<file path="config.mk">
export PLATFORM = sky130hd
export DESIGN_NAME = link_bringup_seq
export DESIGN_NICKNAME = d
export VERILOG_FILES = /design/src/rtl/lbs_pkg.sv /design/src/rtl/lbs_cnt.sv /design/src/rtl/lbs_fsm.sv /design/src/rtl/link_bringup_seq.sv
export SDC_FILE = /design/constraint.sdc
export NUM_CORES = 1
export LEC_CHECK = 0
export BUFFER_PORTS_ARGS = -buffer_cell sky130_fd_sc_hd__buf_2
export CAP_MARGIN = 0
export CORE_MARGIN = 2
export CORE_UTILIZATION = 46
export DETAILED_ROUTE_END_ITERATION = 12
export GPL_TIMING_DRIVEN = 0
export PLACE_DENSITY = 0.83
export REMOVE_ABC_BUFFERS = 1
export SYNTH_ARGS = -nofsm -noshare
export SYNTH_HDL_FRONTEND = slang
export SYNTH_SLANG_ARGS = --single-unit
export TNS_END_PERCENT = 20
</file>
<file path="constraint.sdc">
create_clock -name clk_i -period 4 [get_ports clk_i]
set_input_delay 0.2 -clock clk_i [delete_from_list [all_inputs] [get_ports clk_i]]
set_output_delay 0.2 -clock clk_i [all_outputs]
set_load 0.005 [all_outputs]
</file>
<file path="src/rtl/lbs_pkg.sv">
package lbs_pkg;
  localparam logic [3:0] SPD_GEN1 = 4'd1;
  localparam logic [3:0] SPD_GEN2 = 4'd2;
  localparam int LINK_UP_BIT  = 4;
  localparam int TRAIN_BIT    = 29;
  localparam int SPD_CHG_BIT  = 17;
  localparam int GEN_LSB      = 16;
  localparam int RX_DATA_BIT  = 5;
  localparam int RX_PLL_BIT   = 3;

  typedef enum logic [3:0] {
    ST_IDLE, ST_CAP, ST_WAIT1, ST_RAISE, ST_REQ,
    ST_POLL, ST_WAIT2, ST_RECOV, ST_DONE, ST_FAILED
  } lbs_state_e;
endpackage

</file>
<file path="src/rtl/lbs_cnt.sv">
module lbs_cnt #(
  parameter int W = 16
) (
  input  logic         clk_i,
  input  logic         rst_ni,
  input  logic         clr_i,
  output logic [W-1:0] cnt_o
);
  always_ff @(posedge clk_i or negedge rst_ni) begin
    if (!rst_ni)    cnt_o <= '0;
    else if (clr_i) cnt_o <= '0;
    else            cnt_o <= cnt_o + 1'b1;
  end
endmodule

</file>
<file path="src/rtl/lbs_fsm.sv">
module lbs_fsm
  import lbs_pkg::*;
#(
  parameter int TW           = 16,
  parameter int CW           = 19,
  parameter int POLL_MAX     = 200,
  parameter int RECOV_CYCLES = 500000
) (
  input  logic          clk_i,
  input  logic          rst_ni,
  input  logic          start_i,
  input  logic [TW-1:0] link_tmo_i,
  input  logic [31:0]   status_i,
  input  logic [31:0]   spd_ctl_i,
  input  logic [31:0]   lcs_i,
  input  logic [CW-1:0] cnt_i,
  output logic          cnt_clr_o,
  output logic [3:0]    max_speed_o,
  output logic          ltssm_en_o,
  output logic          speed_req_o,
  output logic [15:0]   rx_ovrd_o,
  output logic          done_o,
  output logic          fail_o,
  output logic [3:0]    gen_o
);
  localparam logic [CW-1:0] POLL_LAST  = CW'(POLL_MAX - 1);
  localparam logic [CW-1:0] RECOV_LAST = CW'(RECOV_CYCLES - 1);
  localparam logic [15:0]   OVRD_WORD  = 16'((1 << RX_DATA_BIT) | (1 << RX_PLL_BIT));

  lbs_state_e st_q, st_d;
  logic [CW-1:0] tmo;
  logic link_up, training, chg_pending, busy;

  assign tmo         = CW'(link_tmo_i);
  assign link_up     = status_i[LINK_UP_BIT];
  assign training    = status_i[TRAIN_BIT];
  assign chg_pending = spd_ctl_i[SPD_CHG_BIT];
  assign busy        = !(st_q inside {ST_IDLE, ST_DONE, ST_FAILED});

  always_comb begin
    st_d = st_q;
    unique case (st_q)
      ST_IDLE, ST_DONE, ST_FAILED: if (start_i) st_d = ST_CAP;
      ST_CAP:   st_d = ST_WAIT1;
      ST_WAIT1: begin
        if (link_up)           st_d = ST_RAISE;
        else if (cnt_i == tmo) st_d = ST_RECOV;
      end
      ST_RAISE: st_d = ST_REQ;
      ST_REQ:   st_d = ST_POLL;
      ST_POLL: begin
        if (!chg_pending)            st_d = ST_WAIT2;
        else if (cnt_i == POLL_LAST) st_d = ST_RECOV;
      end
      ST_WAIT2: begin
        if (link_up && !training) st_d = ST_DONE;
        else if (cnt_i == tmo)    st_d = ST_RECOV;
      end
      ST_RECOV: if (cnt_i == RECOV_LAST) st_d = ST_FAILED;
      default:  st_d = ST_IDLE;
    endcase
  end

  assign cnt_clr_o = (st_d != st_q);

  always_ff @(posedge clk_i or negedge rst_ni) begin
    if (!rst_ni) begin
      st_q        <= ST_IDLE;
      max_speed_o <= '0;
      ltssm_en_o  <= 1'b0;
      gen_o       <= '0;
    end else begin
      st_q <= st_d;
      if (st_d == ST_CAP && st_q != ST_CAP) begin
        max_speed_o <= SPD_GEN1;
        ltssm_en_o  <= 1'b0;
        gen_o       <= '0;
      end
      if (st_q == ST_CAP) ltssm_en_o <= 1'b1;
      if (st_d == ST_RAISE && st_q == ST_WAIT1) max_speed_o <= SPD_GEN2;
      if (st_d == ST_DONE && st_q == ST_WAIT2) gen_o <= lcs_i[GEN_LSB +: 4];
    end
  end

  assign speed_req_o = (st_q == ST_REQ);
  assign rx_ovrd_o   = (st_q == ST_RECOV) ? OVRD_WORD : 16'h0000;
  assign done_o      = (st_q == ST_DONE);
  assign fail_o      = (st_q == ST_RECOV) || (st_q == ST_FAILED);

  assert_gen1_at_train_R2: assert property (@(posedge clk_i) disable iff (!rst_ni)
    $rose(ltssm_en_o) |-> max_speed_o == SPD_GEN1);
  assert_gen2_at_req_R3: assert property (@(posedge clk_i) disable iff (!rst_ni)
    speed_req_o |-> max_speed_o == SPD_GEN2);
  assert_req_single_R3: assert property (@(posedge clk_i) disable iff (!rst_ni)
    speed_req_o |=> !speed_req_o);
  assert_poll_bound_R4: assert property (@(posedge clk_i) disable iff (!rst_ni)
    st_q == ST_POLL |-> cnt_i < CW'(POLL_MAX));
  assert_done_gen_R5: assert property (@(posedge clk_i) disable iff (!rst_ni)
    $rose(done_o) |-> gen_o == $past(lcs_i[GEN_LSB +: 4]));
  assert_ovrd_in_fail_R7: assert property (@(posedge clk_i) disable iff (!rst_ni)
    rx_ovrd_o != 16'h0 |-> fail_o);
  assert_busy_start_R8: assert property (@(posedge clk_i) disable iff (!rst_ni)
    busy && start_i && ltssm_en_o |=> ltssm_en_o);
  assert_excl_R9: assert property (@(posedge clk_i) disable iff (!rst_ni)
    !(done_o && fail_o));
endmodule

</file>
<file path="src/rtl/link_bringup_seq.sv">
module link_bringup_seq #(
  parameter int TW           = 16,
  parameter int POLL_MAX     = 200,
  parameter int RECOV_CYCLES = 500000
) (
  input  logic          clk_i,
  input  logic          rst_ni,
  input  logic          start_i,
  input  logic [TW-1:0] link_tmo_i,
  input  logic [31:0]   status_i,
  input  logic [31:0]   spd_ctl_i,
  input  logic [31:0]   lcs_i,
  output logic [3:0]    max_speed_o,
  output logic          ltssm_en_o,
  output logic          speed_req_o,
  output logic [15:0]   rx_ovrd_o,
  output logic          done_o,
  output logic          fail_o,
  output logic [3:0]    gen_o
);
  localparam int RW  = $clog2(RECOV_CYCLES + 1);
  localparam int PW  = $clog2(POLL_MAX + 1);
  localparam int CW0 = (TW > RW) ? TW : RW;
  localparam int CW  = (CW0 > PW) ? CW0 : PW;

  logic [CW-1:0] cnt;
  logic          cnt_clr;

  lbs_cnt #(.W(CW)) i_cnt (
    .clk_i  (clk_i),
    .rst_ni (rst_ni),
    .clr_i  (cnt_clr),
    .cnt_o  (cnt)
  );

  lbs_fsm #(
    .TW(TW), .CW(CW), .POLL_MAX(POLL_MAX), .RECOV_CYCLES(RECOV_CYCLES)
  ) i_fsm (
    .clk_i       (clk_i),
    .rst_ni      (rst_ni),
    .start_i     (start_i),
    .link_tmo_i  (link_tmo_i),
    .status_i    (status_i),
    .spd_ctl_i   (spd_ctl_i),
    .lcs_i       (lcs_i),
    .cnt_i       (cnt),
    .cnt_clr_o   (cnt_clr),
    .max_speed_o (max_speed_o),
    .ltssm_en_o  (ltssm_en_o),
    .speed_req_o (speed_req_o),
    .rx_ovrd_o   (rx_ovrd_o),
    .done_o      (done_o),
    .fail_o      (fail_o),
    .gen_o       (gen_o)
  );
endmodule

</file>
== Word-level counts from Yosys, hierarchy flattened ==
Cells that the tools add are included.
Storage, ports and cells
  output and inout bits: 28
  logic and storage cells: 50
  input bits: 115
  bits in registers: 32
Operators by class
  $add $sub $neg: 1
  muxes and demuxes: 16
  reductions and logical operators: 11
  eq/ne operators: 17
Operators with widths (count)
  $mux 4: 11
  $pmux 4 s8: 1
  $add 19x1->19 const B: 1
  $eq 19x16->1: 1
  $eq 19x19->1 const B: 1
  $eq 19x8->1 const B: 1
  $mux 19: 1
  $eq 4x3->1 const B: 4
  $eq 4x2->1 const B: 3
  $eq 4x4->1 const B: 3
  $eq 4x1->1 const B: 2
  $mux 6: 1
  $reduce_bool 2->1: 3
  $logic_and 1x1->1: 4
  $logic_not 4->1: 1
  $ne 4x1->1 const B: 1
  $ne 4x4->1: 1
  $reduce_or 3->1: 1
  $mux 1: 2
  $logic_not 1->1: 1
  $logic_or 1x1->1: 1

== Depth between registers and ports, before layout ==
  depth after elaboration: 8
  gate-level depth with buffers: 8
  mapped depth without buffers: 6

== Modules after synthesis ==
Synthesis repeated with hierarchy kept, for this count alone.
Second synthesis, totals
  cells, all modules: 222
  area total of the unflattened synthesis: 2037.0 µm²
Modules (own cells, without submodules)
  lbs_fsm: seq. area each 275.3 µm², cells each 130, instances 1, area an instance 1097.3 µm²
  lbs_cnt: seq. area each 475.5 µm², cells each 92, instances 1, area an instance 939.7 µm²

== Worst setup path before layout ==
OpenSTA, ideal clock, no wires.
  path kind: reg2reg
  start: register i_cnt.cnt_o[0]
  end: register i_cnt.cnt_o[16]
  library setup time: 0.087 ns
  arrival time: 1.790 ns
  path slack: 2.123 ns
  clock period less this slack: 1.877 ns
  stages on the path, launching flop included: 7
  data required time: 3.913 ns
  buffers on the path: 0
  path through: dfrtp_1 -> ha_1 -> and4_1 -> nand2_1 -> or4_1 -> xor2_1 -> a211oi_2
Between the ends
  cells in the longest elaborated chain, start to end: 6
  elaborated cells on any way between the ends: 13
  those cells by class: 1 x add/sub; 4 x eq/ne; 8 x mux
Ends and longest elaborated chain
  start: declaration: RTL line lbs_cnt.sv:7  | output logic [W-1:0] cnt_o
  start signal: assignment: RTL line lbs_cnt.sv:12  | else cnt_o <= cnt_o + 1'b1;
  $eq 19x16->1 / $eq 19x8->1 (equally long branches): RTL line lbs_fsm.sv:47, lbs_fsm.sv:57, lbs_fsm.sv:53
  $mux 4 (on tied branches): RTL line lbs_fsm.sv:47, lbs_fsm.sv:57, lbs_fsm.sv:53
  $mux 4 (on tied branches): RTL line lbs_fsm.sv:56, lbs_fsm.sv:46, lbs_fsm.sv:52
  $pmux 4 s8: RTL line lbs_fsm.sv:42  | unique case (st_q)
  $ne 4x4->1: RTL line lbs_fsm.sv:64  | assign cnt_clr_o = (st_d != st_q);
  $mux 19 *: RTL line lbs_cnt.sv:11  | else if (clr_i) cnt_o <= '0;
Every way passes the cells marked *; elsewhere a longest branch is shown, timed or not.
A chain may end at the register's enable or synchronous reset.

== Worst setup path in the final report ==
  start: register i_fsm.st_q[2]
  end: register i_cnt.cnt_o[4]
Between the ends
  cells in the longest elaborated chain, start to end: 5
  elaborated cells on any way between the ends: 21
  those cells by class: 10 x eq/ne; 9 x mux; 2 x reduce/logical
Ends and longest elaborated chain
  start: declaration: RTL line lbs_fsm.sv:30  | lbs_state_e st_q, st_d;
  start signal: assignment: RTL line lbs_fsm.sv:73  | st_q <= st_d;
  $eq 4x4->1 (tied with other cells)
  $reduce_or 3->1 (tied with other cells): RTL line lbs_fsm.sv:42
  $pmux 4 s8: RTL line lbs_fsm.sv:42
  $ne 4x4->1 *: RTL line lbs_fsm.sv:64
  $mux 19 *: RTL line lbs_cnt.sv:11
Marked as above.

==> flow_summary.html <==
<table>
<tr><th>Metric</th><th>Value</th></tr>
<tr><th colspan="2">STA</th></tr>
<tr><td>Worst Tran Pin Value</td><td>796 ps</td></tr>
<tr><td>Minimum clock period after layout</td><td>2410 ps</td></tr>
<tr><td>Max Clock Freq</td><td>415 MHz</td></tr>
<tr><td>TNS Setup</td><td>0 ps</td></tr>
<tr><td>Tcrit/Tclk final</td><td>0.603</td></tr>
<tr><td>Number of pins with negative max-slew slack in the final report</td><td>0</td></tr>
<tr><td>Worst slew slack as a fraction of its limit</td><td>0.469</td></tr>
<tr><td>Unrepaired setup endpoints after global routing</td><td>false</td></tr>
<tr><td>Finish-stage setup viols</td><td>0</td></tr>
<tr><td>Number of hold violations in the final report</td><td>0</td></tr>
<tr><td>Skew final</td><td>10.3 ps</td></tr>
<tr><th colspan="2">Worst setup path</th></tr>
<tr><td>Reg2reg start</td><td>i_fsm.st_q[2]</td></tr>
<tr><td>Crit path kind</td><td>reg2reg</td></tr>
<tr><td>Critical Path Source Type</td><td>flip-flop</td></tr>
<tr><td>Register-to-Register Setup Slack</td><td>1590 ps</td></tr>
<tr><td>Slowest library cell on the worst path</td><td>sky130_fd_sc_hd__a211o_1</td></tr>
<tr><td>Endpoint of the worst-slack reg-to-reg timing path</td><td>i_cnt.cnt_o[4]</td></tr>
<tr><td>Max incr delay on CP</td><td>670 ps</td></tr>
<tr><td>Delay-heaviest family, CP</td><td>compound AO/OA/AOI/OAI gates</td></tr>
<tr><td>Critical path data arrival time</td><td>2530 ps</td></tr>
<tr><td>Bufs and invs on worst path</td><td>0</td></tr>
<tr><td>Cell-by-cell listing of the critical path</td><td>or2b_1 &gt; nor3_1 &gt; a211o_1 &gt; a211oi_1</td></tr>
<tr><td>Worst Path Required</td><td>4120 ps</td></tr>
<tr><td>CP endpoint kind</td><td>flip-flop</td></tr>
<tr><td>Depth of the worst register-to-register path</td><td>4</td></tr>
<tr><td>Biggest fanout along the worst timing path</td><td>19</td></tr>
<tr><th colspan="2">Clock tree</th></tr>
<tr><td>CTS clk-pin slew, worst paths</td><td>70 ps</td></tr>
<tr><td>Maximum buffer depth of the clock tree</td><td>2</td></tr>
<tr><td>Number of sinks handled by clock tree synthesis</td><td>30</td></tr>
<tr><td>TritonCTS clock tree</td><td>built</td></tr>
<tr><td>TritonCTS Buffers</td><td>5</td></tr>
<tr><td>Clock insertion delay at the later pin of the skew report</td><td>290 ps</td></tr>
<tr><td>CTS Root Cell</td><td>sky130_fd_sc_hd__clkbuf_8</td></tr>
<tr><td>Post-cts gate resize count</td><td>0</td></tr>
<tr><td>H-tree level count</td><td>2</td></tr>
<tr><th colspan="2">Placed design</th></tr>
<tr><td>GPL Wtd Cong</td><td>0.939</td></tr>
<tr><td>Total of buffers placed on input and output ports</td><td>37</td></tr>
<tr><td>HPWL reported at the end of detailed placement</td><td>3.41 mm</td></tr>
<tr><th colspan="2">Synth</th></tr>
<tr><td>Sequential-to-total area share from yosys stat</td><td>0.343</td></tr>
<tr><td>Async SR Flop Fraction</td><td>1.00</td></tr>
<tr><td>Gate count of the mapped netlist</td><td>236</td></tr>
<tr><td>Biggest area contributors in the synthesized netlist</td><td>sky130_fd_sc_hd__dfrtp_1, sky130_fd_sc_hd__xnor2_1, sky130_fd_sc_hd__buf_4, sky130_fd_sc_hd__xor2_1, sky130_fd_sc_hd__a211oi_1</td></tr>
<tr><td>Number of warning messages in the yosys log</td><td>0</td></tr>
<tr><td>Primary FF master, synth</td><td>sky130_fd_sc_hd__dfrtp_1</td></tr>
<tr><td>Avg Synthesized Cell Area</td><td>9.28 µm²</td></tr>
<tr><td>Area of the mapped netlist</td><td>0.00219 mm²</td></tr>
<tr><td>Number of synthesized register bits</td><td>30</td></tr>
<tr><td>Number of synthesized flops with an enable pin</td><td>0</td></tr>
<tr><td>Largest area contributor in the synthesized netlist</td><td>sky130_fd_sc_hd__dfrtp_1</td></tr>
<tr><td>Distinct cells, synth</td><td>46</td></tr>
<tr><td>Yosys top cell area share</td><td>0.343</td></tr>
<tr><th colspan="2">Floorplanning</th></tr>
<tr><td>Overall die area</td><td>0.00533 mm²</td></tr>
<tr><td>Boundary pin count</td><td>143</td></tr>
<tr><td>Starting Density</td><td>0.470</td></tr>
<tr><td>Site Rows</td><td>25</td></tr>
<tr><td>Core Region</td><td>0.00466 mm²</td></tr>
<tr><td>X dimension of the die</td><td>73.0 µm</td></tr>
<tr><td>Height of the chip</td><td>73.0 µm</td></tr>
<tr><th colspan="2">Worst hold path</th></tr>
<tr><td>Type of the worst min-delay path</td><td>in2reg</td></tr>
<tr><td>WHS Endpoint</td><td>i_fsm.gen_o[2]</td></tr>
<tr><td>Min-delay src</td><td>lcs_i[18]</td></tr>
<tr><td>Hold-critical path depth</td><td>3</td></tr>
<tr><th colspan="2">Power</th></tr>
<tr><td>Internal power component</td><td>721 µW</td></tr>
<tr><td>Switching fraction of total power</td><td>0.428</td></tr>
<tr><td>Clock network fraction of total power</td><td>0.231</td></tr>
<tr><td>Power density relative to cell area</td><td>534 mW/mm²</td></tr>
<tr><td>Proportion of power drawn by flip-flops and latches</td><td>0.354</td></tr>
<tr><td>Total design power</td><td>1260 µW</td></tr>
<tr><td>Lkg Pwr</td><td>0.000999 µW</td></tr>
<tr><td>Worst-case vdd ir drop</td><td>0.293 mV</td></tr>
<tr><td>Switching power of the nets</td><td>539 µW</td></tr>
<tr><td>Comb power frac</td><td>0.415</td></tr>
<tr><th colspan="2">GRT</th></tr>
<tr><td>Total track usage</td><td>0.188</td></tr>
<tr><td>First-pass GRT wire length</td><td>7.76 mm</td></tr>
<tr><td>Antenna violations before repair</td><td>0</td></tr>
<tr><td>Pin count of the biggest net entering global routing</td><td>31</td></tr>
<tr><td>Number of global-route vias before repair</td><td>1680</td></tr>
<tr><td>Total overflow reported by the global router</td><td>0</td></tr>
<tr><th colspan="2">Routing</th></tr>
<tr><td>Routed len/inst</td><td>14.8 µm</td></tr>
<tr><td>Antenna-violating nets left</td><td>0</td></tr>
<tr><td>Number of detailed-route iterations in the first pass</td><td>4</td></tr>
<tr><td>Violation count after the first detailed-route iteration</td><td>78</td></tr>
<tr><td>Routed vias</td><td>1785</td></tr>
<tr><td>Final wirelength</td><td>4.67 mm</td></tr>
<tr><td>Number of remaining DRC errors</td><td>0</td></tr>
<tr><td>Via-to-Cell Ratio</td><td>5.65</td></tr>
<tr><th colspan="2">Layout</th></tr>
<tr><td>Fin nets</td><td>377</td></tr>
<tr><td>Inserted Diodes</td><td>0</td></tr>
<tr><td>Syn-to-layout area delta</td><td>7.82%</td></tr>
<tr><td>Proportion of layout cells with a drive suffix above 1</td><td>0.198</td></tr>
<tr><th colspan="2">Status</th></tr>
<tr><td>Status</td><td>finished, final reports clean</td></tr>
<tr><th colspan="2">Flow run</th></tr>
<tr><td>Count of max-cap constraint violations</td><td>0</td></tr>
</table>
==> routing by layer <==
metal	up-vias	wire, µm	track usage
met2	60	2300	0.316
met3	6	252	0.0594
met4	0	51	0.0514
met1	860	2060	0.230
met5	-	0	0
li1	859	-	-
==> kinds of logic after synthesis <==
group / after synthesis / synth area share
AOI/OAI and AO/OA: 49 / 0.176
xor gates and xnor gates: 34 / 0.136
adders and majority gates: 1 / 0.00571
buffers and inverters: 40 / 0.126
DFF: 30 / 0.343
muxes: 5 / 0.0228
other: 1 / 0.00171
and+or+nand+nor: 76 / 0.188
==> area by class of cell <==
cell class	count	area (µm²)
clock buffers	8	110
inverters	5	18.8
repair buffers	38	195
flip-flops and latches	30	751
well taps	54	67.6
multi-input cells	181	1220
fillers	433	2300
==> worst register-to-register path, stage by stage (launching register included) <==
cell	delay [ps]
sky130_fd_sc_hd__dfrtp_1	640
sky130_fd_sc_hd__or2b_1	320
sky130_fd_sc_hd__nor3_1	440
sky130_fd_sc_hd__a211o_1	670
sky130_fd_sc_hd__a211oi_1	180
==> cells in the final DEF, fill, tap and decap left out, drive strengths merged, types with 2 or more instances in the layout <==
cell and n:
buf 37, dfrtp 30, xnor2 19, a211oi 19, nand2 16, conb 16, xor2 15, nor2 12
a21oi 12, nand3 11, nand4 9, clkbuf 8, nor3 7, inv 5, mux2i 5, or3 3
o21ai 3, and4 2, nor4bb 2, and3 2, nor2b 2, nand2b 2, o22a 2, nand4b 2
a211o 2, o21bai 2, o211ai 2, or4 2, o311ai 2
==> power by group through the flow <==
stage	clock (µW)	sequential [µW]	combinational (µW)
floorplan	0	435	364
global placement	0	447	505
detailed placement	0	450	520
CTS	293	444	521
global route	313	457	581
finish	291	447	523
==> state kept, by name, summed over array words and instances (netlist names) <==
| name | count |
|---|---|
| i_fsm.gen_o | 4 |
| i_fsm.st_q | 4 |
| i_cnt.cnt_o | 19 |
| i_fsm.max_speed_o | 2 |
| i_fsm.ltssm_en_o | 1 |
==> what timing repair did <==
| action | 4_1_cts | 5_1_grt |
|---|---|---|
| hold endpoints to repair | 30 | 0 |
| endpoints found under the setup margin | 0 | 0 |
| hold buffers | 1 | 0 |
| buffers inserted | 0 | 0 |
==> worst max-delay path by stage <==
stage	startpoint	endpoint	slack, ps	cells after the start
after floorplan	i_fsm.st_q[0]	i_cnt.cnt_o[0]	2000	5
after global placement	i_fsm.st_q[0]	i_cnt.cnt_o[8]	1720	5
after detailed placement	i_fsm.st_q[0]	i_cnt.cnt_o[7]	1670	5
after CTS	i_fsm.st_q[0]	i_cnt.cnt_o[4]	1660	5
after global routing	i_fsm.st_q[1]	i_cnt.cnt_o[10]	1470	5
final	i_fsm.st_q[2]	i_cnt.cnt_o[4]	1590	4
==> through the flow <==
stage	setup slack, ps	hold WS (ps)	cells	cell area (µm²)	util
after detailed placement	1670	278	307	2240	0.481
after global placement	1720	271	307	2240	0.481
after floorplan	2000	-95.6	216	1990	-
after CTS	1660	196	316	2360	0.507
after global routing	1470	195	316	2360	0.507
final	1590	195	316	2360	0.507
==> cell usage after synthesis (2+ instances only) <==
cell type,n
sky130_fd_sc_hd__dfrtp_1,30
sky130_fd_sc_hd__buf_4,22
sky130_fd_sc_hd__xnor2_1,19
sky130_fd_sc_hd__a211oi_1,16
sky130_fd_sc_hd__nand2_1,16
sky130_fd_sc_hd__xor2_1,15
sky130_fd_sc_hd__a21oi_1,12
sky130_fd_sc_hd__nor2_1,12
sky130_fd_sc_hd__nand3_1,11
sky130_fd_sc_hd__nand4_1,9
sky130_fd_sc_hd__nor3_1,7
sky130_fd_sc_hd__buf_2,5
sky130_fd_sc_hd__buf_6,5
sky130_fd_sc_hd__inv_1,5
sky130_fd_sc_hd__mux2i_1,5
sky130_fd_sc_hd__a211oi_2,3
sky130_fd_sc_hd__clkbuf_1,3
sky130_fd_sc_hd__or3_1,3
sky130_fd_sc_hd__a211o_1,2
sky130_fd_sc_hd__and3_1,2
sky130_fd_sc_hd__and4_1,2
sky130_fd_sc_hd__nand2b_1,2
sky130_fd_sc_hd__nand4b_1,2
sky130_fd_sc_hd__nor2b_1,2
sky130_fd_sc_hd__nor4bb_1,2
sky130_fd_sc_hd__o211ai_1,2
sky130_fd_sc_hd__o21bai_1,2
sky130_fd_sc_hd__o22a_1,2
(Power assumes the default switching activity.)
